===== src/rtl/rrh_pkg.sv =====
// Shared definitions for the round-robin hold allocator.
// Assumes: requester indices are non-negative and below the limit given.
package rrh_pkg;

    // Reservation state of one output.
    typedef enum logic {
        SLOT_FREE = 1'b0,
        SLOT_HELD = 1'b1
    } slot_mode_e;

    // Next index in a circular order of 'limit' entries.
    function automatic int wrap_next(input int idx, input int limit);
        return (idx >= limit - 1) ? 0 : idx + 1;
    endfunction

endpackage


===== src/rtl/rrh_rr_pick.sv =====
// Combinational round-robin picker.
// Finds the first set bit of 'want' at or after index 'ptr', wrapping around.
// Assumes: ptr < W. Returns the one-hot winner, its index and a found flag.
module rrh_rr_pick #(
    parameter int W  = 20,
    parameter int IW = (W > 1) ? $clog2(W) : 1
) (
    input  logic [W-1:0]  want,
    input  logic [IW-1:0] ptr,
    output logic [W-1:0]  pick_oh,
    output logic [IW-1:0] pick_idx,
    output logic          pick_any
);

    // Circular scan starting from the pointer; the first hit wins.
    always_comb begin
        int c;
        pick_oh  = '0;
        pick_idx = '0;
        pick_any = 1'b0;
        for (int k = 0; k < W; k++) begin
            c = int'(ptr) + k;
            if (c >= W) c = c - W;
            if (!pick_any && want[c]) begin
                pick_any    = 1'b1;
                pick_oh[c]  = 1'b1;
                pick_idx    = IW'(c);
            end
        end
    end

endmodule


===== src/rtl/rrh_out_slice.sv =====
// Arbitration and reservation for one output resource.
// A grant with tail=0 on a free output reserves it for the winner. The
// reservation ends after the owner is granted with tail=1. The pointer moves
// only on an unreserved grant.
// Assumes: 'want' already excludes blocked requesters.
module rrh_out_slice #(
    parameter int W  = 20,
    parameter int IW = (W > 1) ? $clog2(W) : 1
) (
    input  logic          clk,
    input  logic          rst_n,
    input  logic [W-1:0]  want,
    input  logic [W-1:0]  tail,
    output logic [W-1:0]  gnt
);
    import rrh_pkg::*;

    slot_mode_e    mode_q;
    logic [IW-1:0] owner_q;
    logic [IW-1:0] ptr_q;
    logic [W-1:0]  pick_oh;
    logic [IW-1:0] pick_idx;
    logic          pick_any;
    logic          owner_go;

    rrh_rr_pick #(.W(W), .IW(IW)) u_pick (
        .want     (want),
        .ptr      (ptr_q),
        .pick_oh  (pick_oh),
        .pick_idx (pick_idx),
        .pick_any (pick_any)
    );

    // The owner may proceed this cycle only if it still requests and is not blocked.
    assign owner_go = want[owner_q];

    // Grant: the owner only while reserved, otherwise the round-robin winner.
    always_comb begin
        gnt = '0;
        if (mode_q == SLOT_HELD) begin
            gnt[owner_q] = owner_go;
        end else begin
            gnt = pick_oh;
        end
    end

    // Reservation and pointer update.
    always_ff @(posedge clk) begin
        if (!rst_n) begin
            mode_q  <= SLOT_FREE;
            owner_q <= '0;
            ptr_q   <= '0;
        end else if (mode_q == SLOT_HELD) begin
            if (owner_go && tail[owner_q]) mode_q <= SLOT_FREE;
        end else if (pick_any) begin
            ptr_q <= IW'(wrap_next(int'(pick_idx), W));
            if (!tail[pick_idx]) begin
                mode_q  <= SLOT_HELD;
                owner_q <= pick_idx;
            end
        end
    end

    // at most one grantee per output per cycle.
    p_one_winner_r1: assert property (@(posedge clk) disable iff (!rst_n)
        $onehot0(gnt));

    // a grant always goes to a requester that wants this output.
    p_grant_wanted_r3: assert property (@(posedge clk) disable iff (!rst_n)
        (gnt & ~want) == '0);

    // while reserved, nobody but the owner is granted.
    p_only_owner_r6: assert property (@(posedge clk) disable iff (!rst_n)
        (mode_q == SLOT_HELD) |-> ((gnt & ~(W'(1) << owner_q)) == '0));

    // the reservation and its owner persist until a last-flit grant.
    p_hold_owner_r8: assert property (@(posedge clk) disable iff (!rst_n)
        (mode_q == SLOT_HELD && !(want[owner_q] && tail[owner_q]))
        |=> (mode_q == SLOT_HELD && owner_q == $past(owner_q)));

    // a last-flit grant to the owner frees the output.
    p_release_r7: assert property (@(posedge clk) disable iff (!rst_n)
        (mode_q == SLOT_HELD && want[owner_q] && tail[owner_q])
        |=> (mode_q == SLOT_FREE));

    // the pointer stays put while reserved or idle.
    p_ptr_still_r5: assert property (@(posedge clk) disable iff (!rst_n)
        (mode_q == SLOT_HELD || want == '0) |=> $stable(ptr_q));

endmodule


===== src/rtl/rrh_grant_or.sv =====
// Merges the per-output grant vectors into one grant bit per requester.
// Assumes: each requester asks for at most one output, so at most one
// output can grant it.
module rrh_grant_or #(
    parameter int W    = 20,
    parameter int SIZE = 5
) (
    input  logic [SIZE-1:0][W-1:0] per_out,
    output logic [W-1:0]           merged
);

    // OR-reduce across outputs.
    always_comb begin
        merged = '0;
        for (int o = 0; o < SIZE; o++) merged = merged | per_out[o];
    end

endmodule


===== src/rtl/rrh_alloc.sv =====
// Top of the round-robin allocator with packet hold.
// N ports with M channels each make N*M requesters, numbered port*M+channel.
// Each of SIZE outputs has its own arbiter slice. Blocked requesters are
// removed before arbitration.
// Assumes: each req[p][c] is one-hot or zero, and a requester keeps one
// target output until its packet's last flit is granted.
module rrh_alloc #(
    parameter int N    = 5,
    parameter int M    = 4,
    parameter int SIZE = 5
) (
    input  logic                             clk,
    input  logic                             rst_n,
    input  logic [N-1:0][M-1:0][SIZE-1:0]    req,
    input  logic [N-1:0][M-1:0]              blocked,
    input  logic [N-1:0][M-1:0]              tail_done,
    output logic [N-1:0][M-1:0]              grant
);
    localparam int W  = N * M;
    localparam int IW = (W > 1) ? $clog2(W) : 1;

    logic [SIZE-1:0][W-1:0] want_by_out;
    logic [SIZE-1:0][W-1:0] gnt_by_out;
    logic [W-1:0]           tail_flat;
    logic [W-1:0]           blk_flat;
    logic [W-1:0]           merged;

    assign tail_flat = tail_done;
    assign blk_flat  = blocked;
    assign grant     = merged;

    // Reorder requests from per-requester to per-output, masking blocked ones.
    always_comb begin
        for (int o = 0; o < SIZE; o++) begin
            for (int p = 0; p < N; p++) begin
                for (int c = 0; c < M; c++) begin
                    want_by_out[o][p*M + c] = req[p][c][o] & ~blocked[p][c];
                end
            end
        end
    end

    genvar o;
    generate
        for (o = 0; o < SIZE; o++) begin : g_out
            rrh_out_slice #(.W(W), .IW(IW)) u_slice (
                .clk   (clk),
                .rst_n (rst_n),
                .want  (want_by_out[o]),
                .tail  (tail_flat),
                .gnt   (gnt_by_out[o])
            );
        end
    endgenerate

    rrh_grant_or #(.W(W), .SIZE(SIZE)) u_merge (
        .per_out (gnt_by_out),
        .merged  (merged)
    );

    // a blocked requester is never granted.
    p_blocked_no_grant_r2: assert property (@(posedge clk) disable iff (!rst_n)
        (merged & blk_flat) == '0);

endmodule


===== config.mk =====
export PLATFORM = sky130hd
export DESIGN_NAME = rrh_alloc
export DESIGN_NICKNAME = d
export VERILOG_FILES = /design/src/rtl/rrh_pkg.sv /design/src/rtl/rrh_rr_pick.sv /design/src/rtl/rrh_out_slice.sv /design/src/rtl/rrh_grant_or.sv /design/src/rtl/rrh_alloc.sv
export SDC_FILE = /design/constraint.sdc
export NUM_CORES = 2
export LEC_CHECK = 0
export BUFFER_PORTS_ARGS = -buffer_cell sky130_fd_sc_hd__buf_4
export CELL_PAD_IN_SITES_DETAIL_PLACEMENT = 1
export CELL_PAD_IN_SITES_GLOBAL_PLACEMENT = 1
export CORE_AREA = 5 5 455 457
export CTS_CLUSTER_DIAMETER = 30
export DETAILED_ROUTE_END_ITERATION = 6
export DIE_AREA = 0 0 460 462
export PLACE_DENSITY = 0.61
export SYNTH_ARGS = -nofsm -noshare
export SYNTH_HDL_FRONTEND = slang
export SYNTH_SLANG_ARGS = --single-unit
export TNS_END_PERCENT = 5

===== constraint.sdc =====
create_clock -name clk -period 17.2 [get_ports clk]
set_input_delay 0.86 -clock clk [delete_from_list [all_inputs] [get_ports clk]]
set_output_delay 0.86 -clock clk [all_outputs]
set_load 0.05 [all_outputs]

==> out/metrics.yaml <==
cts_num_sinks: 55
grt_pass1_vias: 78700
cp.required_ps: 16340
syn_to_final_growth_pct: 7.32
gp_congestion: 1.08
cts_resized: 0
syn_area_um2: 58400
async_flop_share_pct: 0
totalNegativeSetupSlack_ps: 0
num_io_pins: 162
period_needed_ps: 10450
worst_pin_slew_ps: 1440
fp.coreArea_um2: 203000
fp.dieH_um: 462
crit_family: "compound AO/OA/AOI/OAI gates"
rsz0062_at_grt: "false"
rows: 166
setup_viol: 0
pre_cts_ws_ps: 7350
numCtsBuffers: 5
post-route-drc-count: 11
relSlewSlack_pct: 3.28
yosys.cell_types.count: 145
ys_warn_count: 0
grt_max_degree: 53
grt-ovfl-total: 0
ys_seq_area_share_pct: 1.89
final_max_slew_viol_count: 0
critical_path_arrival_ps: 9590
end_kind: "output pin"
dr.pass1.iters: 7
cts_tree: "yes"
io_buffers: 161
cp-start-kind: "flip-flop"
min_path_type: "flip-flop to flip-flop"
violations: "DRC"
dieArea_um2: 213000
die_x_um: 460
maxCapViolations: 0
drive_gt1_share_pct: 10.1
path_clk_slew_ps: 120
fmax_ghz: 0.0957
finalCritPeriodShare_pct: 60.7
cts_max_path_buffers: 2
cts_max_level: 2
hold_violations: 0
initial_utilization_pct: 28.7
ant_nets: 0
ctsHoldBuffers: 0
synth-edff-count: 0
dp_hpwl_mm: 345
clock_skew_ps: 7.89
synth_nets: 9326
grt_pass1_wl_mm: 590
setup_slack_ps: 6750
crit_buf_inv: 3
grt_use_total_pct: 37.4
path_cells: "inv_1 > ha_1 > a21oi_2 > xnor2_1 > inv_1 > ha_1 > nor3b_1 > nor2_1 > and3_1 > a221oi_1 > nand2_1 > o21ai_0 > o2111ai_1 > nor3_1 > nand3_1 > nor3_1 > nand2_1 > o221ai_1 > a2111oi_0 > o211a_1 > a21oi_1 > or4_1 > buf_4"
critPathMaxStageDelay_ps: 690
postCtsSetupRepairBufs: 0
crit_type: "flip-flop to output pin"
via_per_inst: 7.25
ys.flop_type: "dfxtp_1"
path_max_fanout: 16
ys_ff_latch: 55
critPathSlowestCell: "a21oi_1"
synth.avg_cell_area_um2: 6.53
clock_latency_ps: 380
final_nets: 9188
via_count: 83600
status: "finished with violations"
drt_iter0_drc: 12700
syn_inst: 8941
routed_wl_mm: 423
antenna_found_initial: 54
avgRoutedWirePerCell_um: 36.7
root_buffer: "clkbuf_16"
==> final timing paths <==
check | start | end | slack (ps) | cells past startpoint
min reg2reg | g_out[3].u_slice.ptr_q[3] | g_out[3].u_slice.ptr_q[3] | 460 | 2
max | g_out[2].u_slice.ptr_q[2] | grant[9] | 6750 | 23
max reg2reg | g_out[2].u_slice.ptr_q[2] | g_out[2].u_slice.owner_q[3] | 8180 | 22
min | g_out[3].u_slice.ptr_q[3] | g_out[3].u_slice.ptr_q[3] | 460 | 2
==> state kept, by name, indices dropped and copies added, names as in the netlist <==
| signal | flops |
|---|---|
| g_out.u_slice.ptr_q | 25 |
| g_out.u_slice.owner_q | 25 |
| g_out.u_slice.mode_q | 5 |
==> cell usage after synthesis (all sizes together) (100+ instances only) <==
master  instances  share of area, %
mux2i         239               4.1
and2          193               2.1
nor3          339               3.0
nor4          118               1.4
and3          104               1.1
xnor2         135               2.2
nand3         339               2.9
a21o          100               1.3
or3           109               1.2
a21oi         544               4.8
clkbuf        307               2.0
a211oi        169               2.2
nor2b         174               1.9
o21ai         462               4.0
nand2b        178               1.9
o22ai         405               4.4
ha            238               5.1
a31oi         240               2.7
o211ai        150               1.9
nor2          826               5.3
o221ai        160               2.4
inv           280               1.8
mux4          129               5.0
nand2        1071               6.9
buf           220               2.0
==> routing by layer <==
metal  GRT usage (%)  up-vias  routed length (µm)
li1                -    34900                   -
met1            49.1    41900              170000
met2            55.1     5674              176000
met3            8.04     1214               45300
met4            24.2       10               31800
met5               0        -                  64
==> per-stage QoR <==
| stage | instance area, µm² | hold slack [ps] | util [%] | std cells |
|---|---|---|---|---|
| final | 62600 | 460 | 30.8 | 11500 |
| after global routing | 62600 | 502 | 30.8 | 11500 |
| after CTS | 62500 | 461 | 30.8 | 11500 |
| after detailed placement | 62300 | 444 | 30.7 | 11500 |
| after global placement | 62300 | 440 | 30.7 | 11500 |
| after floorplan | 58400 | 580 | - | 8941 |
==> worst min-delay path, delay by kind of cell, from the launching register on <==
family	cells	cell delay, ps
compound gates	1	50
flops	1	340
simple gates	1	50
==> logic make-up after synthesis <==
group / count (synthesis) / share of synthesized area (%)
AOI/OAI and AO/OA: 3404 / 41.5
xor gates and xnor gates: 157 / 2.59
adders and majority gates: 243 / 5.27
buffers and inverters: 817 / 5.85
DFF: 55 / 1.89
muxes: 432 / 10.3
and+or+nand+nor: 3833 / 32.6
==> area by class of cell <==
type	count	area, µm²
antenna	51	128
clock inverter	3	31.3
tap	2688	3360
fill	25900	140000
sequential	55	1120
clock buffer	5	125
multi-input combinational	8069	53900
timing repair buffer	382	2870
inverter	290	1090
==> layout by cell type (no fill, tap or decap), types with 178 or more instances in the layout <==
master	Yosys	routed
a31oi_1	234	234
nand3_1	337	337
o22ai_1	400	400
o21ai_0	426	425
ha_1	238	235
nand2_1	1068	1068
buf_4	24	382
nor2_1	822	822
nand2b_1	178	178
and2_1	187	187
nor3_1	333	333
mux2i_1	239	239
inv_1	245	245
a21oi_1	534	534
Power is left out: the tool's default activity adds up to more than one toggle a clock period on the data nets, which glitch-free logic cannot reach.
